`src/rtl/pwg_pkg.sv`:
```
package pwg_pkg;
  // Compare channel roles; the clear channel also stops the time base.
  typedef enum logic [0:0] {
    CH_SET = 1'b0,
    CH_CLR = 1'b1
  } pwg_ch_e;

  localparam int unsigned PWG_NUM_CH = 2;
endpackage

```
`src/rtl/pwg_tick_div.sv`:
```
module pwg_tick_div #(
  parameter int unsigned DIV = 4
) (
  input  logic clk,
  input  logic rst,
  input  logic start_i,
  input  logic running_i,
  output logic tick_o,
  output logic phase0_o
);
  localparam int unsigned PH_W = (DIV > 1) ? $clog2(DIV) : 1;
  localparam logic [PH_W-1:0] PH_LAST = PH_W'(DIV - 1);

  logic [PH_W-1:0] phase_q;

  always_ff @(posedge clk) begin
    if (rst || start_i) begin
      phase_q <= '0;
    end else if (running_i) begin
      phase_q <= (phase_q == PH_LAST) ? '0 : phase_q + 1'b1;
    end
  end

  assign tick_o   = running_i && (phase_q == PH_LAST);
  assign phase0_o = (phase_q == '0);

  // count enable never fires on two consecutive fast cycles
  p_tick_spaced_r2: assert property (@(posedge clk) disable iff (rst)
    (tick_o && !start_i) |=> !tick_o);
endmodule

```
`src/rtl/pwg_timebase.sv`:
```
module pwg_timebase #(
  parameter int unsigned CNT_W = 8
) (
  input  logic             clk,
  input  logic             rst,
  input  logic             start_i,
  input  logic             tick_i,
  input  logic             stop_i,
  output logic             running_o,
  output logic [CNT_W-1:0] count_o
);
  logic             run_q;
  logic [CNT_W-1:0] cnt_q;

  always_ff @(posedge clk) begin
    if (rst) begin
      run_q <= 1'b0;
      cnt_q <= '0;
    end else if (start_i) begin
      run_q <= 1'b1;
      cnt_q <= '0;
    end else if (stop_i) begin
      run_q <= 1'b0;
    end else if (tick_i) begin
      cnt_q <= cnt_q + 1'b1;
    end
  end

  assign running_o = run_q;
  assign count_o   = cnt_q;

  // count moves only on the enable
  p_count_hold_r2: assert property (@(posedge clk) disable iff (rst)
    (!tick_i && !start_i) |=> $stable(cnt_q));
  // once stopped, the time base stays idle until a start
  p_stay_stopped_r3: assert property (@(posedge clk) disable iff (rst)
    (!run_q && !start_i) |=> !run_q);
endmodule

```
`src/rtl/pwg_cmp_strobe.sv`:
```
module pwg_cmp_strobe #(
  parameter int unsigned CNT_W   = 8,
  parameter int unsigned STB_LEN = 2
) (
  input  logic             clk,
  input  logic             rst,
  input  logic             start_i,
  input  logic [CNT_W-1:0] val_i,
  input  logic [CNT_W-1:0] count_i,
  input  logic             phase0_i,
  input  logic             running_i,
  output logic             match_o,
  output logic             strobe_o
);
  localparam int unsigned SC_W = $clog2(STB_LEN + 1);

  logic [CNT_W-1:0] cap_q;
  logic [SC_W-1:0]  left_q;

  always_ff @(posedge clk) begin
    if (rst) begin
      cap_q <= '0;
    end else if (start_i) begin
      cap_q <= val_i;
    end
  end

  assign match_o = running_i && phase0_i && (count_i == cap_q);

  always_ff @(posedge clk) begin
    if (rst || start_i) begin
      left_q <= '0;
    end else if (match_o) begin
      left_q <= SC_W'(STB_LEN);
    end else if (left_q != '0) begin
      left_q <= left_q - 1'b1;
    end
  end

  assign strobe_o = (left_q != '0);

  // captured value only changes on a start command
  p_cap_stable_r6: assert property (@(posedge clk) disable iff (rst)
    !start_i |=> $stable(cap_q));
  // a strobe that starts lasts beyond its first cycle
  p_strobe_width_r2: assert property (@(posedge clk) disable iff (rst)
    ($rose(strobe_o) && !start_i) |-> ##1 (strobe_o || $past(start_i)));
endmodule

```
`src/rtl/pwg_out_latch.sv`:
```
module pwg_out_latch (
  input  logic clk,
  input  logic rst,
  input  logic start_i,
  input  logic set_i,
  input  logic clr_i,
  output logic pulse_o,
  output logic done_o
);
  logic pulse_q;
  logic done_q;

  always_ff @(posedge clk) begin
    if (rst || start_i) begin
      pulse_q <= 1'b0;
      done_q  <= 1'b0;
    end else if (clr_i) begin
      pulse_q <= 1'b0;
      done_q  <= 1'b1;
    end else if (set_i) begin
      pulse_q <= 1'b1;
    end
  end

  assign pulse_o = pulse_q;
  assign done_o  = done_q;

  // clear beats set when both strobes are present
  p_clear_wins_r4: assert property (@(posedge clk) disable iff (rst)
    (set_i && clr_i && !start_i) |=> !pulse_q);
  // done and pulse are never high together
  p_done_excl_r7: assert property (@(posedge clk) disable iff (rst)
    done_q |-> !pulse_q);
  // done holds until a start
  p_done_hold_r7: assert property (@(posedge clk) disable iff (rst)
    (done_q && !start_i) |=> done_q);
  // start forces the output low
  p_start_low_r8: assert property (@(posedge clk) disable iff (rst)
    start_i |=> (!pulse_q && !done_q));
endmodule

```
`src/rtl/pulse_window_gen.sv`:
```
module pulse_window_gen #(
  parameter int unsigned CNT_W   = 8,
  parameter int unsigned DIV     = 4,
  parameter int unsigned STB_LEN = 2
) (
  input  logic             clk,
  input  logic             rst,
  input  logic             start_i,
  input  logic [CNT_W-1:0] start_val_i,
  input  logic [CNT_W-1:0] end_val_i,
  output logic             pulse_o,
  output logic             done_o
);
  import pwg_pkg::*;

  logic             tick;
  logic             phase0;
  logic             running;
  logic [CNT_W-1:0] count;
  logic [CNT_W-1:0] ch_val   [PWG_NUM_CH];
  logic             ch_match [PWG_NUM_CH];
  logic             ch_stb   [PWG_NUM_CH];

  assign ch_val[CH_SET] = start_val_i;
  assign ch_val[CH_CLR] = end_val_i;

  pwg_tick_div #(.DIV(DIV)) u_div (
    .clk      (clk),
    .rst      (rst),
    .start_i  (start_i),
    .running_i(running),
    .tick_o   (tick),
    .phase0_o (phase0)
  );

  pwg_timebase #(.CNT_W(CNT_W)) u_tb (
    .clk      (clk),
    .rst      (rst),
    .start_i  (start_i),
    .tick_i   (tick),
    .stop_i   (ch_match[CH_CLR]),
    .running_o(running),
    .count_o  (count)
  );

  for (genvar g = 0; g < PWG_NUM_CH; g++) begin : g_ch
    pwg_cmp_strobe #(.CNT_W(CNT_W), .STB_LEN(STB_LEN)) u_cmp (
      .clk      (clk),
      .rst      (rst),
      .start_i  (start_i),
      .val_i    (ch_val[g]),
      .count_i  (count),
      .phase0_i (phase0),
      .running_i(running),
      .match_o  (ch_match[g]),
      .strobe_o (ch_stb[g])
    );
  end

  pwg_out_latch u_out (
    .clk    (clk),
    .rst    (rst),
    .start_i(start_i),
    .set_i  (ch_stb[CH_SET]),
    .clr_i  (ch_stb[CH_CLR]),
    .pulse_o(pulse_o),
    .done_o (done_o)
  );

  // reset leaves both outputs low
  p_reset_low_r1: assert property (@(posedge clk)
    rst |=> (!pulse_o && !done_o));
endmodule

```
`config.mk`:
```
export PLATFORM = sky130hd
export DESIGN_NAME = pulse_window_gen
export DESIGN_NICKNAME = d
export VERILOG_FILES = /design/src/rtl/pwg_pkg.sv /design/src/rtl/pwg_tick_div.sv /design/src/rtl/pwg_timebase.sv /design/src/rtl/pwg_cmp_strobe.sv /design/src/rtl/pwg_out_latch.sv /design/src/rtl/pulse_window_gen.sv
export SDC_FILE = /design/constraint.sdc
export NUM_CORES = 1
export LEC_CHECK = 0
export BUFFER_PORTS_ARGS = -buffer_cell sky130_fd_sc_hd__buf_2
export CAP_MARGIN = 20
export CORE_MARGIN = 4
export CORE_UTILIZATION = 35
export DETAILED_ROUTE_END_ITERATION = 8
export SETUP_SLACK_MARGIN = 0.02
export SLEW_MARGIN = 20
export SYNTH_ARGS = -nofsm -noshare
export SYNTH_HDL_FRONTEND = slang
export SYNTH_SLANG_ARGS = --single-unit
```
`constraint.sdc`:
```
create_clock -name clk -period 2.45 [get_ports clk]
set_clock_uncertainty 0.2 [all_clocks]
set_input_delay 0.49 -clock clk [delete_from_list [all_inputs] [get_ports clk]]
set_output_delay 0.49 -clock clk [all_outputs]
set_load 0.02 [all_outputs]
```
# After elaboration in Yosys (flattened, before gate mapping)
# Cells that the tools add are included.
# classes
n_addsub	4
multipliers	0
div_mod_pow	0
magnitude_cmp	0
n_eq_ne	3
shift	0
muxes	7
bitwise_logic	1
reduce_logical	16
# ops
operator	count
8-bit equality test	2
2-bit two-way mux	5
2-bit nonzero test	5
8-bit by 1-bit adder with 8-bit output, second input constant	1
2-bit OR reduction	4
1-bit logical AND	4
2-bit by 1-bit subtractor with 2-bit output, second input constant	2
2-bit by 1-bit adder with 2-bit output, second input constant	1
2-bit equality test, second input constant	1
2-bit zero test	1
1-bit two-way mux	2
2-bit AND reduction	1
1-bit logical OR	1
1-bit inverter	1
# totals
regBits	33
latchBits	0
ram_bits	0
rom_bits	0
inputBits	19
output_inout_bits	2
word_cells	42
n_memories	0

# Logic depth before layout (Yosys ltp)
# depth
depth_word	5
depth_mapped	7
ltp_nobuf	6

# Hierarchy
# Synthesis repeated with hierarchy kept, for this count alone.
# unflattened
cells_unflattened	154
area_unflattened_um2	1480.2
# by_module_without_submodules
module	n_inst	cells_each	area_each_um2	seq_area_each_um2
pwg_cmp_strobe	2	46	446.7	200.2
pwg_timebase	1	44	400.4	180.2
pwg_tick_div	1	12	121.4	40.0
pwg_out_latch	1	6	65.1	40.0

# Least setup slack after synthesis
# OpenSTA, ideal clock, no wires.
# synth_timing
kind	register to register
start	reg u_div.phase_q[0]
end	reg u_tb.cnt_q[6], in the netlist u_tb.count_o[6]
setup_ps	70
arrival_ps	1498
required_ps	2180
slack_ps	682
path_stages_with_launch	8
path_buffers	1
synth_period_minus_slack_ps	1768
path_cell_list	dfxtp_1 inv_1 ha_1 nand3_2 o31ai_2 buf_6 or4_1 a21oi_1
# synth_via
elab_chain_len	5
elab_cells_between_ends	7
cone_classes	eq/ne (1); bitwise (1); reduce/logical (5)
# synth_lines
element	line	rtl
from (decl)	pwg_tick_div.sv:14	logic [PH_W-1:0] phase_q;
from (signal assigned)	pwg_tick_div.sv:20	phase_q <= (phase_q == PH_LAST) ? '0 : phase_q + 1'b1;
2-bit zero test	pwg_tick_div.sv:25	assign phase0_o = (phase_q == '0);
1-bit logical AND (2 in series)	pwg_cmp_strobe.sv:28	assign match_o = running_i && phase0_i && (count_i == cap_q);
1-bit inverter (no line)	--	
2-bit AND reduction (no line) (*)	--	
to (signal assigned)	pwg_timebase.sv:25	cnt_q <= cnt_q + 1'b1;
to (decl)	pwg_timebase.sv:13	logic [CNT_W-1:0] cnt_q;
# Every way passes the cells marked *; elsewhere a longest branch is shown, timed or not.
# A chain may end at the register's enable or synchronous reset.

# Worst setup path after layout
# layout_timing
start	reg u_tb.cnt_q[2], in the netlist u_tb.count_o[2]
end	reg u_tb.cnt_q[3], in the netlist u_tb.count_o[3]
# layout_via
elab_chain_len	4
elab_cells_between_ends	5
cone_classes	add/sub (1); eq/ne (1); bitwise (1); reduce/logical (2)
# layout_lines
element
parallel branches: the longest is 4 deep, another holds 8-bit by 1-bit adder with 8-bit output
# Parallel ways; which one is timed is not known.

==> run metrics <==
outcome finished, final reports clean; Hold WS 245 ps; Sw Pwr 0.251 mW; Initial Util 36.8%; starting DRC count in detailed routing 43; CTS clk-pin slew, worst paths 70 ps; Yosys warnings 0; Placer Congestion 0.804; Synth top area share 44.3%; DR pass1 iterations 4; Tmin final 2040 ps; DP HPWL 2180 um; Max Cap Viol 0; Setup crit start kind flip-flop; Detailed Route WL between 2000 and 3000 um; Slew headroom 59.1%; max incr delay on CP 570 ps; R2R setup slack 410 ps; Clk pwr share between 40% and 50%; internal power 0.935 mW; row cnt 23; clock buffer depth 2; critical path class flip-flop to flip-flop; syn avg cell area 9.44 sq um; core area 0.00406 sq mm; cts bufs inserted 5; final hold vios 0; final setup vio count 0; I/O pins 21; Crit path max-delay family compound AO/OA/AOI/OAI gates; total gr overflow 0; Async S/R FF share, synth 0%; cell count after synthesis 158; Tot GR Track Use 12.3%; Final WS setup 412 ps; Die Ht 73.3 um; Reg power frac about half; first-pass GRT wire length 5040 um; largest net degree at the start of global routing 20; die area 0.00537 sq mm; switching share of power about a fifth; Post-CTS Setup Inserts 0; CP Capture Type flip-flop; Max H-tree Level 2; Top FF cell, synth dfxtp_1; CP cell instances xnor2_2 > nand4_2 > o31ai_2 > o21ai_0 > a21oi_1; final worst-path cycle share 83.2%; Mapped Area 0.00149 sq mm; syn nets 180; Req. time, crit path 2450 ps; Place WS roughly 370 ps; number of buffers inserted by hold repair at cts 0; via-per-instance ratio 5.04; Crit-path slowest cell o31ai_2; Comb power frac under 10%; CP max FO 11; DR DRC count 0; initial antenna violation count 0; share of cells above drive strength 1 20.2%; clock tree root driver cell clkbuf_8; most common library cells after synthesis dfxtp_1, nor2_1, mux2i_1; Fmax 491 MHz; Slew Viols, Final 0; top cells by area, synth dfxtp_1, mux2i_1, xnor2_1; Yosys reg bits 33; Ant. Diodes 0; Port Buffers 20; WL per Instance 12.6 um; RSZ-0062 raised after global routing no; Leakage 0.686 nW; PwrDens a little under 700 mW/mm^2; largest area contributor in the netlist dfxtp_1; HP Class primary input to flip-flop; Post-synth EDFFs 0; Least-Margin Pin Slew 609 ps; top-count cell post-synth dfxtp_1; post_cts resized 0; Nets 199; Routed Antenna Nets 0; number of global-route vias before repair approximately 1100; maximum vdd drop 0.383 mV; Clk Latency, worst-skew pair 280 ps; die width 73.3 um; CTS sink count 33; Yosys cell types 32; Crit path buffers/inverters 0; register area share after synthesis 44.3%; CP arrival 2030 ps; area growth from synthesis to layout 16.1%; DR vias 1148; setup TNS 0 ps; TritonCTS clock tree done
## state kept, by name, indices dropped and copies added (netlist names)
register and flops:
u_out.pulse_o 1, g_ch.u_cmp.cap_q 16, u_tb.count_o 8, u_div.phase_q 2
u_out.done_o 1, g_ch.u_cmp.left_q 4, u_tb.running_o 1
## power groups by stage
stage,logic [mW],clock network (mW),registers (mW)
after floorplan,0.0706,0,0.580
after global placement,0.0923,0,0.583
after detailed placement,0.0954,0,0.583
after CTS,0.0955,0.534,0.571
after global routing,0.107,0.559,0.573
final,0.0944,0.521,0.571
## placed cells by master, fill, tap and decap left out, types with 3 or more instances in the layout
cell type,Yosys,routed
xnor2_1,15,15
nand2_1,8,8
nor2_1,26,26
dfxtp_1,33,33
buf_2,4,20
nand3_1,6,6
o21ai_0,3,3
mux2i_1,18,18
clkbuf_8,0,6
a21oi_1,10,10
ha_1,3,3
or3_1,3,3
## layout make-up
cell class                 instances  area [sq um]
clock buffer                       7          86.3
tap                               50          62.6
inverter                           2          7.51
multi-input combinational        114           777
fill                             392          2330
clock inverter                     1          30.0
timing repair buffer              21           108
sequential                        33           661
## path summary, 6_finish.rpt
kind / from / to / cells after the start
worst max-delay path: u_tb.count_o[2] / u_tb.count_o[3] / 5
worst min-delay path: start_val_i[1] / g_ch[0].u_cmp.cap_q[1] / 3
worst max register to register: u_tb.count_o[2] / u_tb.count_o[3] / 5
worst min register to register: g_ch[0].u_cmp.left_q[0] / g_ch[0].u_cmp.left_q[0] / 1
## per-layer routing
layer / GRT usage (%) / wire length, um
met2: 19.7 / 1390
met3: 3.28 / 131
met5: 0 / 0
met4: 5.53 / 38
met1: 15.3 / 1310
## metrics by stage
step	instances	instance area (sq um)	util, %	power [mW]
after global routing	228	1730	42.7	1.24
after global placement	220	1620	39.8	0.675
after CTS	228	1730	42.7	1.20
after floorplan	158	1490	-	0.650
final	228	1730	42.7	1.19
after detailed placement	220	1620	39.8	0.679
## worst min-delay path: stages
cell and delay [ps]:
buf_2 70, mux2i_1 50, nor2_1 70
## logic make-up (layout without fill, tap and decap cells)
| logic type | Yosys count | in the layout | synth area share, % |
|---|---|---|---|
| flops | 33 | 33 | 44.3 |
| mux | 18 | 18 | 12.1 |
| xor+xnor | 17 | 17 | 10.5 |
| buf+inv | 11 | 31 | 3.61 |
| fa+ha+maj | 3 | 3 | 2.52 |
| compound gates | 18 | 18 | 7.47 |
| simple gates | 58 | 58 | 19.5 |
Note: power is estimated with default switching activity, not from simulation.
